`config.mk`:
```
export PLATFORM = sky130hd
export DESIGN_NAME = led_serial_cfg
export DESIGN_NICKNAME = d
export VERILOG_FILES = /design/src/rtl/led_serial_cfg.sv
export SDC_FILE = /design/constraint.sdc
export NUM_CORES = 1
export LEC_CHECK = 0
export ABC_CLOCK_PERIOD_IN_PS = 2400
export CAP_MARGIN = 10
export CORE_ASPECT_RATIO = 0.9
export CORE_MARGIN = 1
export CORE_UTILIZATION = 45
export DETAILED_ROUTE_END_ITERATION = 10
export PLACE_DENSITY = 0.69
export SYNTH_ARGS = -nofsm -noshare
export SYNTH_HDL_FRONTEND = slang
export SYNTH_SLANG_ARGS = --single-unit
```
`constraint.sdc`:
```
create_clock -name clk -period 2.4 [get_ports clk]
set_input_delay 0.24 -clock clk [delete_from_list [all_inputs] [get_ports clk]]
set_output_delay 0.24 -clock clk [all_outputs]
set_load 0.05 [all_outputs]
```
`src/rtl/led_serial_cfg.sv`:
```
module led_serial_cfg #(
  parameter int CHANNELS    = 16,
  parameter int GS_BITS     = 12,
  parameter int DC_BITS     = 6,
  parameter int STAT_DC_LSB = 24
) (
  input  logic                         clk,
  input  logic                         rst_n,
  input  logic                         sclk,
  input  logic                         sin,
  input  logic                         mode,
  input  logic                         xlat,
  input  logic [CHANNELS-1:0]          led_open,
  input  logic                         therm_err,
  output logic                         sout,
  output logic [CHANNELS*GS_BITS-1:0]  gs_data,
  output logic [CHANNELS*DC_BITS-1:0]  dc_data
);
  localparam int GSW    = CHANNELS * GS_BITS;
  localparam int DCW    = CHANNELS * DC_BITS;
  localparam int PAD_LO = STAT_DC_LSB - CHANNELS - 1;
  localparam int PAD_HI = GSW - STAT_DC_LSB - DCW;

  logic [GSW-1:0] sr;
  logic           sclk_d, xlat_d, pend, arm;
  logic           sclk_re, xlat_re;
  logic [GSW-1:0] status;

  assign sclk_re = sclk & ~sclk_d;
  assign xlat_re = xlat & ~xlat_d;
  assign status  = {{PAD_HI{1'b0}}, dc_data, {PAD_LO{1'b0}}, therm_err, led_open};
  assign sout    = mode ? sr[DCW-1] : sr[GSW-1];

  always_ff @(posedge clk) begin
    if (!rst_n) begin
      sr      <= '0;
      gs_data <= '0;
      dc_data <= '0;
      sclk_d  <= 1'b0;
      xlat_d  <= 1'b0;
      pend    <= 1'b0;
      arm     <= 1'b0;
    end else begin
      sclk_d <= sclk;
      xlat_d <= xlat;
      if (xlat_re) begin
        if (mode) begin
          dc_data <= sr[DCW-1:0];
          pend    <= 1'b1;
          arm     <= 1'b0;
        end else if (pend) begin
          arm <= 1'b1;
        end else begin
          gs_data <= sr;
          sr      <= status;
        end
      end else if (sclk_re) begin
        if (arm) begin
          gs_data <= sr;
          sr      <= status;
          pend    <= 1'b0;
          arm     <= 1'b0;
        end else if (mode) begin
          sr[DCW-1:0] <= {sr[DCW-2:0], sin};
        end else begin
          sr <= {sr[GSW-2:0], sin};
        end
      end
    end
  end
endmodule

```
[Word level (Yosys, flattened, before mapping)]
Cells that the tools add are included.
Storage, ports and cells
  register bits after elaboration: 484
  output and inout bits: 289
Cells by class
  eq/ne operators: 5
  muxes and demuxes: 20
  reduce and logical (&&, ||, !) cells: 8
  bitwise logic cells: 4
Operator list (number)
  192-bit two-way mux: 10
  96-bit two-way mux: 1
  1-bit two-way mux: 9
  4-bit AND reduction: 2
  2-bit != test (second input constant): 3
  3-bit != test (second input constant): 2
  3-bit AND reduction: 2
  2-bit AND reduction: 2
  2-bit nonzero test: 2
  1-bit bitwise AND: 2
  1-bit NOT: 2

[Longest topological paths before layout]
  word-level depth: 4
  mapped depth: 8
  gate-level depth less buffers: 4

[Least setup slack after synthesis]
No wires, ideal clock.
  kind: reg-to-reg
  from: register pend
  to: register gs_data[190]
  path buffers: 3
  library setup time: 0.072 ns
  arrival time: 1.725 ns
  stages on the path, launching flop included: 8
  clock period less this slack: 1.797 ns
  data required time: 2.328 ns
  slack: 0.603 ns
  cells stage by stage: dfxtp_1 or4b_1 o21a_2 nor2_2 buf_4 buf_6 buf_6 mux2i_1
On the way
  cells in the longest elaborated chain, start to end: 2
RTL lines
  start, declared: RTL line 25  | logic sclk_d, xlat_d, pend, arm;
  start signal, assigned: RTL line 41  | pend <= 1'b0;
  start signal, assigned: RTL line 49  | pend <= 1'b1;
  start signal, assigned: RTL line 61  | pend <= 1'b0;
  2-bit != test (no line)
  4-bit AND reduction (no line)
  end signal, assigned: RTL line 54  | gs_data <= sr;
  end signal, assigned: RTL line 59  | gs_data <= sr;
  end, declared: RTL line 16  | output logic [CHANNELS*GS_BITS-1:0] gs_data,
No other way between the ends.
A chain may end at the register's enable or synchronous reset.

[Worst setup path in the final report]
  from: register dc_data[39]
  to: output port dc_data[39]
RTL lines
  start, declared: RTL line 17  | output logic [CHANNELS*DC_BITS-1:0] dc_data
  start signal, assigned: RTL line 48  | dc_data <= sr[DCW-1:0];
No word-level cell between the ends.

==> impl_metrics.toml <==
[floorplan]
die_area_um2 = 42460
num_io_pins = 312
die_h_um = 195.6
fp-row-count = 70
die_x_um = 217.1
start_util_pct = 45.91
coreArea_um2 = 40810

[synthesis]
ys_ff_latch = 484
syn-instance-count = 2172
syn_area_per_cell_um2 = 8.628
synthTopCellsByArea = "dfxtp_1 52%, nand2_1 11%, mux2i_1 9.3%"
synth.distinct_cells = 29
syn_area_um2 = 18740
yosysTopAreaCell = "dfxtp_1"
async_flop_share_pct = 0
synth_edf_count = 0
synth_fp_nets = 2195
synth_warnings = 0
synth_common_cells = "561 x nand2_1, 484 x dfxtp_1, 227 x o21ai_0"
yosysMostFrequentCell = "nand2_1"
ys_seq_area_share_pct = 51.71
synth_top_area_share_pct = 51.71
synth_ff_type = "dfxtp_1"

[clock_tree]
h-tree-depth = 2
clkTransAtPathRegs_ns = 0.06
cts_sinks = 484
post_cts_buffers = 0
cts-root-buf = "clkbuf_16"
clkLatencyLatePin_ns = 0.58
cts_made_buffers = 49
postCtsHoldBufs = 0
cts_max_path_buffers = 3
cts_resized = 0
tritoncts = "done"

[critical_path]
crit_buf_inv = 1
ff2ff_path_depth = 6
cp_num_cells = 1
cp_slowest_cell = "clkdlybuf4s50_1"
crit_path_max_incr_delay_ns = 0.86
startpoint_type = "flop"
crit_required_ns = 2.16
worst_setup_path_end_kind = "primary output"
crit_type = "flop to primary output"
critPathTopFamily = "buffers and inverters"
crit_chain = "clkdlybuf4s50_1"
worst_ep_arrival_time_ns = 1.90
cp_max_fo = 3

[drt]
ant_nets = 0
vias = 16330
drc_errors = 0
viasPerCell = 5.508
drtIter0Drc = 1410
detail_route.wl_per_cell_um = 18.16
finalWirelength_um = 53830
first_pass_iters = 7

[placed_design]
dp_cells = 2875
portBuffers = 311
dp_hpwl_um = 35970
gp_congestion = 0.8632

[cells_and_area]
seq_area_um2 = 9689
syn_to_final_growth_pct = 28.58
fin_nets = 2409
post-route-util_pct = 59.03
drive_gt1_share_pct = 6.273
finalNonFillerCells = 2965
multi_input_area_um2 = 8129
fill_cells = 3596

[timing]
worstMarginPinSlew_ns = 0.6904
finalSetupViolations = 0
layout_min_cycle_time_ns = 2.143
finalCritPeriodShare_pct = 89.29
hold_viol_final = 0
setup_tns_ns = 0
fmax_mhz = 466.7
relSlewSlack_pct = 53.97
final.setup_skew_ns = 0.01503
rsz0062_at_grt = "false"
slew_viol_final = 0

[grt]
grt_pass1_vias = 15320
track_usage_pct = 24.89
grt_pass1_wl_um = 85180
grt_overflow = 0
grt_max_degree = 98
antenna_found_initial = 2

[worst_hold_path]
hold_class = "primary input to flop"
min_path_cells = 3

[power]
powerDensity_nw_per_um2 = 749.8
finalPower_mw = 18.07
leakagePower_nw = 8.379
vdd_drop_max_mv = 0.4490

[status]
status = "finished, final reports clean"

[flow_run]
maxCapViolCount = 0
[sequential cells by signal (all words and copies together) (netlist names)]
name / count
arm: 1
dc_data: 96
gs_data: 192
pend: 1
sclk_d: 1
sr: 192
xlat_d: 1
[layer usage]
layer / GRT usage [%] / routed length [µm] / vias to the layer above
li1: - / - / 7937
met1: 34.86 / 24540 / 7782
met2: 37.68 / 24070 / 521
met3: 4.938 / 3630 / 91
met4: 9.285 / 1590 / 0
met5: 0 / 0 / -
[cells in the final DEF, fill, tap and decap left out]
cell type and n:
clkbuf_1 10, a21oi_1 179, and2_1 2, clkinv_4 1, buf_8 1, nand2_1 560, o21ai_0 226, clkbuf_8 16
o21a_1 1, diode_2 2, buf_12 30, nand2_4 1, mux2_2 1, nand3_1 78, or2_4 2, or4b_1 1
nand3b_1 1, nor3_1 1, buf_4 32, clkinv_2 7, nor2_4 2, nand4_1 113, bufinv_16 2, nor2_1 1
a21boi_0 104, dfxtp_1 484, o211ai_1 25, clkdlybuf4s50_1 309, o31ai_2 1, nand2b_1 1, mux2i_1 174, and2_4 1
nor3b_4 1, o21a_4 1, nor2b_1 1, inv_6 1, clkbuf_16 51, o21ai_4 1
[cells by family after synthesis]
kind of cell    synth area share [%]
flops                          51.71
mux                            9.354
compound gates                 16.16
buf+inv                        5.188
simple gates                   17.59
[worst reg2reg max path: cells and delay by family (launching register included)]
kind | cells | cell delay [ns]
compound gates | 1 | 0.19
buf+inv | 2 | 0.35
flops | 1 | 0.33
simple gates | 2 | 0.73
mux | 1 | 0.27
[final timing paths]
path,startpoint,endpoint,slack (ns)
worst min-delay path,rst_n,gs_data[130],0.13
worst max register to register,pend,gs_data[170],0.43
worst max-delay path,dc_data[39],dc_data[39],0.26
worst min register to register,gs_data[107],gs_data[107],0.45
[stage by stage]
stage | cell area, µm² | hold WS [ns] | setup WS (ns)
after global routing | 24090 | 0.1435 | 0.2368
after global placement | 22440 | 0.4429 | 0.09192
after detailed placement | 22440 | 0.4471 | 0.09087
final | 24090 | 0.1348 | 0.2571
after CTS | 24090 | 0.09679 | 0.2322
after floorplan | 18740 | 0.3617 | 0.6033
[cell type report]
class	instances	share of cell area, %
repair buffers	372	16.39
well taps	540	2.804
multi-input cells	1479	33.74
diodes	2	0.02077
flip-flops and latches	484	40.21
clock buffers	77	6.367
clock inverters	11	0.4674
[report_power, final]
group | internal [mW] | switching, mW | total [mW] | leakage (nW)
clock network | 4.59 | 3.16 | 7.75 | 0.820
logic | 0.605 | 1.19 | 1.80 | 3.64
registers | 8.26 | 0.261 | 8.52 | 3.92
total | 13.4 | 4.62 | 18.1 | 8.38
(Power assumes the default switching activity.)
